## config.mk

```make
export PLATFORM = sky130hd
export DESIGN_NAME = trap_return_unit
export DESIGN_NICKNAME = d
export VERILOG_FILES = /design/src/rtl/trp_pkg.sv /design/src/rtl/trp_legality.sv /design/src/rtl/trp_fields.sv /design/src/rtl/trap_return_unit.sv
export SDC_FILE = /design/constraint.sdc
export NUM_CORES = 1
export LEC_CHECK = 0
export ABC_AREA = 0
export BUFFER_PORTS_ARGS = -buffer_cell sky130_fd_sc_hd__buf_2
export CAP_MARGIN = 20
export CORE_MARGIN = 2
export CORE_UTILIZATION = 25
export CTS_BUF_LIST = sky130_fd_sc_hd__clkbuf_4 sky130_fd_sc_hd__clkbuf_8
export DETAILED_ROUTE_END_ITERATION = 7
export SLEW_MARGIN = 20
export SYNTH_ARGS = -nofsm -noshare
export SYNTH_HDL_FRONTEND = slang
export SYNTH_SLANG_ARGS = --single-unit
```

## constraint.sdc

```tcl
create_clock -name clk -period 3.5 [get_ports clk]
set_input_delay 0.7 -clock clk [delete_from_list [all_inputs] [get_ports clk]]
set_output_delay 0.7 -clock clk [all_outputs]
set_load 0.005 [all_outputs]
```

## src/rtl/trp_pkg.sv

```systemverilog
package trp_pkg;
  localparam logic [1:0] PRIV_U = 2'd0;
  localparam logic [1:0] PRIV_S = 2'd1;
  localparam logic [1:0] PRIV_M = 2'd3;

  localparam int CAUSE_W = 5;
  localparam logic [CAUSE_W-1:0] CAUSE_MISALIGN = 5'd0;
  localparam logic [CAUSE_W-1:0] CAUSE_ILLEGAL  = 5'd2;
  localparam logic [CAUSE_W-1:0] CAUSE_VIRT     = 5'd22;

  typedef struct packed {
    logic       mie;
    logic       mpie;
    logic [1:0] mpp;
    logic       mpv;
    logic       sie;
    logic       spie;
    logic       spp;
    logic       spv;
  } stat_t;
endpackage

```

## src/rtl/trp_legality.sv

```systemverilog
module trp_legality
  import trp_pkg::*;
(
  input  logic               is_sret,
  input  logic [1:0]         priv,
  input  logic               virt,
  input  logic               ext_c,
  input  logic               ext_h,
  input  logic               pmp_on,
  input  logic               pmp_empty,
  input  logic               tsr,
  input  logic               vtsr,
  input  logic [1:0]         mpp,
  input  logic [1:0]         pc_low,
  output logic               fault,
  output logic [CAUSE_W-1:0] cause
);
  logic misaligned;
  assign misaligned = !ext_c && (pc_low != 2'b00);

  // First failing check decides the cause
  always_comb begin
    fault = 1'b0;
    cause = CAUSE_MISALIGN;
    if (!is_sret) begin
      if (priv != PRIV_M) begin
        fault = 1'b1; cause = CAUSE_ILLEGAL;
      end else if (misaligned) begin
        fault = 1'b1; cause = CAUSE_MISALIGN;
      end else if (pmp_on && pmp_empty && (mpp != PRIV_M)) begin
        fault = 1'b1; cause = CAUSE_ILLEGAL;
      end
    end else begin
      if (priv < PRIV_S) begin
        fault = 1'b1; cause = CAUSE_ILLEGAL;
      end else if (misaligned) begin
        fault = 1'b1; cause = CAUSE_MISALIGN;
      end else if (tsr && (priv < PRIV_M)) begin
        fault = 1'b1; cause = CAUSE_ILLEGAL;
      end else if (ext_h && virt && vtsr) begin
        fault = 1'b1; cause = CAUSE_VIRT;
      end
    end
  end
endmodule

```

## src/rtl/trp_fields.sv

```systemverilog
module trp_fields
  import trp_pkg::*;
(
  input  logic       is_sret,
  input  logic       ext_h,
  input  logic       virt,
  input  stat_t      st_in,
  output stat_t      st_out,
  output logic [1:0] new_priv,
  output logic       new_virt,
  output logic       swap
);
  always_comb begin
    st_out   = st_in;
    new_virt = virt;
    swap     = 1'b0;
    if (!is_sret) begin
      st_out.mie  = st_in.mpie;
      st_out.mpie = 1'b1;
      st_out.mpp  = PRIV_U;
      st_out.mpv  = 1'b0;
      new_priv    = st_in.mpp;
      if (ext_h) begin
        new_virt = st_in.mpv;
        swap     = st_in.mpv;
      end
    end else begin
      st_out.sie  = st_in.spie;
      st_out.spie = 1'b1;
      st_out.spp  = 1'b0;
      new_priv    = st_in.spp ? PRIV_S : PRIV_U;
      if (ext_h && !virt) begin
        st_out.spv = 1'b0;
        new_virt   = st_in.spv;
        swap       = st_in.spv;
      end
    end
  end
endmodule

```

## src/rtl/trap_return_unit.sv

```systemverilog
module trap_return_unit
  import trp_pkg::*;
#(
  parameter int XLEN = 32
) (
  input  logic               clk,
  input  logic               rst_n,
  input  logic               req_valid,
  output logic               req_ready,
  input  logic               req_sret,
  input  logic [1:0]         cur_priv,
  input  logic               cur_virt,
  input  logic               ext_c,
  input  logic               ext_h,
  input  logic               pmp_on,
  input  logic               pmp_empty,
  input  logic               st_mie,
  input  logic               st_mpie,
  input  logic [1:0]         st_mpp,
  input  logic               st_mpv,
  input  logic               st_sie,
  input  logic               st_spie,
  input  logic               st_spp,
  input  logic               st_tsr,
  input  logic               hs_spv,
  input  logic               hs_vtsr,
  input  logic [XLEN-1:0]    mepc,
  input  logic [XLEN-1:0]    sepc,
  output logic               redir_valid,
  output logic [XLEN-1:0]    redir_pc,
  output logic               swap_req,
  output logic               exc_valid,
  output logic [CAUSE_W-1:0] exc_cause,
  output logic [1:0]         o_priv,
  output logic               o_virt,
  output logic               o_mie,
  output logic               o_mpie,
  output logic [1:0]         o_mpp,
  output logic               o_mpv,
  output logic               o_sie,
  output logic               o_spie,
  output logic               o_spp,
  output logic               o_spv
);
  logic [XLEN-1:0]    sel_pc;
  logic               take;
  logic               fault;
  logic [CAUSE_W-1:0] cause;
  stat_t              st_in, st_nx, st_q;
  logic [1:0]         priv_nx, priv_q;
  logic               virt_nx, virt_q, swap_nx;

  assign sel_pc = req_sret ? sepc : mepc;
  assign take   = req_valid && req_ready;
  assign st_in  = '{mie: st_mie, mpie: st_mpie, mpp: st_mpp, mpv: st_mpv,
                    sie: st_sie, spie: st_spie, spp: st_spp, spv: hs_spv};

  trp_legality u_legal (
    .is_sret   (req_sret),
    .priv      (cur_priv),
    .virt      (cur_virt),
    .ext_c     (ext_c),
    .ext_h     (ext_h),
    .pmp_on    (pmp_on),
    .pmp_empty (pmp_empty),
    .tsr       (st_tsr),
    .vtsr      (hs_vtsr),
    .mpp       (st_mpp),
    .pc_low    (sel_pc[1:0]),
    .fault     (fault),
    .cause     (cause)
  );

  trp_fields u_fields (
    .is_sret  (req_sret),
    .ext_h    (ext_h),
    .virt     (cur_virt),
    .st_in    (st_in),
    .st_out   (st_nx),
    .new_priv (priv_nx),
    .new_virt (virt_nx),
    .swap     (swap_nx)
  );

  always_ff @(posedge clk) begin
    if (!rst_n) begin
      req_ready   <= 1'b0;
      redir_valid <= 1'b0;
      redir_pc    <= '0;
      swap_req    <= 1'b0;
      exc_valid   <= 1'b0;
      exc_cause   <= '0;
      st_q        <= '0;
      priv_q      <= PRIV_M;
      virt_q      <= 1'b0;
    end else begin
      req_ready   <= 1'b1;
      redir_valid <= take && !fault;
      exc_valid   <= take && fault;
      swap_req    <= take && !fault && swap_nx;
      if (take && fault) exc_cause <= cause;
      if (take && !fault) begin
        redir_pc <= sel_pc;
        st_q     <= st_nx;
        priv_q   <= priv_nx;
        virt_q   <= virt_nx;
      end
    end
  end

  assign o_priv = priv_q;
  assign o_virt = virt_q;
  assign o_mie  = st_q.mie;
  assign o_mpie = st_q.mpie;
  assign o_mpp  = st_q.mpp;
  assign o_mpv  = st_q.mpv;
  assign o_sie  = st_q.sie;
  assign o_spie = st_q.spie;
  assign o_spp  = st_q.spp;
  assign o_spv  = st_q.spv;

  AST_STROBES_EXCLUSIVE: assert property (@(posedge clk) disable iff (!rst_n)
    !(redir_valid && exc_valid));
  AST_EXC_KEEPS_STATE: assert property (@(posedge clk) disable iff (!rst_n)
    exc_valid |-> ($stable(st_q) && $stable(priv_q) && $stable(virt_q)));
  AST_MRET_FROM_M: assert property (@(posedge clk) disable iff (!rst_n)
    (redir_valid && !$past(req_sret)) |-> ($past(cur_priv) == PRIV_M));
  AST_MRET_CLEARS: assert property (@(posedge clk) disable iff (!rst_n)
    (redir_valid && !$past(req_sret)) |-> (o_mpp == PRIV_U && o_mpie && !o_mpv));
  AST_SRET_FIELDS: assert property (@(posedge clk) disable iff (!rst_n)
    (redir_valid && $past(req_sret)) |-> (o_spie && !o_spp && o_priv != PRIV_M));
  AST_MISALIGN_NEEDS_NO_C: assert property (@(posedge clk) disable iff (!rst_n)
    (exc_valid && exc_cause == CAUSE_MISALIGN) |-> !$past(ext_c));
  AST_VIRT_CAUSE: assert property (@(posedge clk) disable iff (!rst_n)
    (exc_valid && exc_cause == CAUSE_VIRT) |-> $past(ext_h && cur_virt && req_sret));
endmodule

```

# Word-level counts from Yosys, hierarchy flattened
# Cells that the tools add are included.
[op_classes]
order_cmp = 2
eq_ne = 2
muxes = 29
reduce_logical = 15
[op_table]
columns = ["cell", "count"]
rows = [
  ["$mux 5", 8],
  ["$mux 32", 1],
  ["$mux 1", 17],
  ["$logic_and 1x1->1", 11],
  ["$mux 2", 2],
  ["$mux 4", 1],
  ["$ne 2x2->1 const B", 2],
  ["$logic_not 1->1", 3],
  ["$lt 2x1->1 const B", 1],
  ["$lt 2x2->1 const B", 1],
  ["$reduce_bool 2->1", 1],
]
[word_totals]
regBits = 53
in_bits = 86
out_inout_bits = 53
elab_cells = 64

# Depth between registers and ports, before layout
[depth]
ltp_word = 10
ltp_mapped = 9
depth_no_buf = 5

# Hierarchy
# From an unflattened synthesis, not the netlist that was laid out.
[unflattened]
hier_cells = 235
area_unflattened_um2 = 2398.6
[modules_own_cells]
columns = ["mod", "n_inst", "cells_each", "area_each_um2", "seq_area_each_um2"]
rows = [
  ["trap_return_unit", 1, 196, 2130.8, 1061.0],
  ["trp_fields", 1, 20, 146.4, 0.0],
  ["trp_legality", 1, 19, 121.4, 0.0],
]

# Least setup slack after synthesis
# OpenSTA, ideal clock, no wires.
[synth_path]
path_kind = "input-to-reg"
start = "in req_sret"
end = "reg st_q, in the netlist o_mie"
setup_ns = 0.116
t_arrival_ns = 2.022
required_time_ns = 3.384
slack_ns = 1.362
stages = 9
path_buffers = 4
cell_sequence = "buf_2 nor3_1 a211o_1 nor2b_1 clkbuf_1 and2_1 buf_6 buf_6 o211a_1"
[synth_via]
elab_chain_cells = 8
word_cells_on_any_way = 11
classes_between = "mux: 7; reduce/logical: 4"
[synth_rtl]
columns = ["element", "line_no", "rtl"]
rows = [
  ["from (decl)", "trap_return_unit.sv:10", "input logic req_sret,"],
  ["$mux 32", "trap_return_unit.sv:53", "assign sel_pc = req_sret ? sepc : mepc;"],
  ["$reduce_bool 2->1", "trp_legality.sv:19", "assign misaligned = !ext_c && (pc_low != 2'b00);"],
  ["$logic_and 1x1->1", "trp_legality.sv:19", ""],
  ["$mux 1 (on tied branches)", "trp_legality.sv:28, trp_legality.sv:36", ""],
  ["$mux 1 (on tied branches)", "trp_legality.sv:26, trp_legality.sv:34", ""],
  ["$mux 1", "trp_legality.sv:25", "if (!is_sret) begin"],
  ["$logic_not 1->1", "trap_return_unit.sv:102", "if (take && !fault) begin"],
  ["$logic_and 1x1->1", "trap_return_unit.sv:102", ""],
  ["to (signal assigned)", "trap_return_unit.sv:104", "st_q <= st_nx;"],
  ["to (decl)", "trap_return_unit.sv:49", "stat_t st_in, st_nx, st_q;"],
]
# Several ways; a longest one is shown, not always the timed one.
# A chain may end at the register's enable or synchronous reset.

# Final worst setup path
[layout_path]
start = "in req_sret"
end = "reg st_q, in the netlist o_spv"
# Same word-level chain as after synthesis.

==> reports/metrics.cfg <==
[power]
power_leakage_nw=1.97
ir_drop_mv=0.137
p_per_area_nw_per_um2=352
finalPower_mw=1.14

[sta]
finalMaxSlewViolations=0
worst_clock_skew_ps=5.62
finalSetupViolCount=0
grt_setup_unrepaired=no
hold_viol=0
max-slew-margin-rel_pct=34.1
timing.final.crit_share_pct=63.7
finalSetupTns_ps=0
layout_min_cycle_time_ps=2230
worst_pin_slew_ps=988
max_freq_mhz=448

[routing]
vias=2313
wirelength_microns=6800
drt-vias-per-instance=4.69
drt_iter0_markers=60
wire_per_inst_microns=13.8
drc_errors=0
first_pass_iters=4
ant_nets=0

[clocking]
numCtsBuffers=5
post_cts_buffers=0
cts_sinks=50
clk_latency_ps=290
root_buffer=clkbuf_8
cts_tree=yes
max-clock-path-buffers=2
htreeDepth=2
cts.clk_slew.worst_paths_ps=90
postCtsHoldBufs=0
cts_resized=0

[logic_synthesis]
syn_area_sq_um=2400
avgSynthCellArea_sq_um=9.85
synth_cell_types=32
synth_largest_area_cell=dfxtp_1
synthDominantCellAreaShare_pct=41.6
synthCells=244
synth-seq-cells=50
yosysWarnings=0
seq_area_frac_synth_pct=41.6
yosys-top-cells-area=dfxtp_1, mux2i_1, o211a_1, nand3_1, buf_6

[grt]
antenna_found_initial=0
grt.overflow.total=0
grt_max_degree=58
grt_use_total_pct=12.7
grt_pass1_vias=2250
grt_pass1_wl_microns=10600

[floorplanning]
start_util_pct=25.9
dieArea_sq_um=10400
core_region_area_sq_um=9280
fp.dieW_microns=102
rows=35
ioPinCount=139
die_y_microns=102

[placed_design]
hpwl_microns=4800
gp_congestion=0.688
portBuffers=136

[critical_path]
start_kind=input port
worstPathArrival_ps=2440
cp_data_required_time_ps=3710
worstSetupEndpointType=flop
reg2regPathDepth=5
crit_type=in2reg
cp_max_fo=26

[job]
drv_cap=0

[final_layout]
fillers=1014
layout_commonest_cell=buf_2
nets=449
syn2layout_area_growth_pct=34.6
final_cell_mix=buf_2, dfxtp_1, nand3_1, mux2i_1, o211a_1
drive_gt1_share_pct=41.5
n_antenna_cell=0

[outcome]
status=finished clean

[min_path]
holdPathStages=2
hold_class=reg2reg

## routing by layer
layer | vias up | wire [microns] | GRT usage [%]
met5 | - | 0 | 0
met4 | 0 | 44 | 2.67
met3 | 4 | 506 | 3.15
met2 | 105 | 3210 | 22.4
li1 | 1128 | - | -
met1 | 1076 | 3030 | 15.7
## synthesized netlist by cell type
master and instances:
buf_1 4, inv_1 2, buf_6 5, nor2b_1 1
and2_1 4, nand2_1 11, conb_1 1, a211o_1 1
nand3_1 41, and3_1 1, nor3_1 1, nand2b_1 3
o2111ai_1 1, o211a_1 36, a31o_2 1, buf_4 3
nand3b_1 2, buf_2 3, o21ai_0 2, nor2_1 2
o21ai_1 2, a21boi_0 1, nand4b_1 2, a31oi_1 1
a311oi_1 1, o211ai_1 2, clkbuf_1 14, dfxtp_1 50
maj3_1 1, a21oi_1 4, mux2i_1 40, o31ai_1 1
## sequential cells by signal, indices dropped and copies added (netlist names)
register and count:
exc_valid 1, o_priv 2, exc_cause 2, redir_valid 1
o_mpp 2, req_ready 1, o_spie 1, redir_pc 32
o_mpv 1, o_mie 1, swap_req 1, o_spp 1
o_sie 1, o_spv 1, o_virt 1, o_mpie 1
## worst paths after layout
| kind | from | end | slack [ps] |
|---|---|---|---|
| min reg2reg | o_mpv$_SDFFE_PN0P_ | o_mpv$_SDFFE_PN0P_ | 460 |
| max reg2reg | req_ready$_DFF_P_ | o_spv$_SDFFE_PN0P_ | 1840 |
| max | req_sret | o_spv$_SDFFE_PN0P_ | 1270 |
| min | o_mpv$_SDFFE_PN0P_ | o_mpv$_SDFFE_PN0P_ | 460 |
## metrics by stage
stage	setup slack (ps)	cells	utilization [%]	area, sq um	hold WS [ps]
floorplan	1360	245	-	2410	445
global placement	1030	485	33.8	3140	444
detailed placement	962	485	33.8	3140	450
CTS	1260	493	34.8	3230	463
global route	1140	493	34.8	3230	480
finish	1270	493	34.8	3230	459
## cell families (layout without fill, tap and decap cells)
kind of cell	count (synthesis)	after routing	synth area share, %
AND/OR/NAND/NOR	68	68	14.5
AO/OA/AOI/OAI	53	53	19.6
flip-flops	50	50	41.6
multiplexers	40	40	16.7
buffers and inverters	31	150	7.03
adder cells (fa/ha/maj)	1	1	0.416
other	1	2	0.156
## layout make-up
class	instances	area, sq um	area share (%)
Tap cell	129	161	4.99
Clock inverter	1	5.00	0.155
Sequential cell	50	1000	30.9
Inverter	2	7.51	0.232
Timing Repair Buffer	140	723	22.4
Multi-Input combinational cell	164	1250	38.5
Clock buffer	7	90.1	2.79
## critical path: stages
cell,delay (ps)
buf_2,170
nor3_1,190
a211o_1,260
nor2b_4,190
and2_2,430
buf_12,240
mux2i_1,240
## where the power goes
part	switching, mW	internal, mW	total [mW]
sequential	0.00967	0.587	0.597
combinational	0.0971	0.0923	0.189
clock	0.185	0.168	0.353
Power figures use the tool's default switching activity.
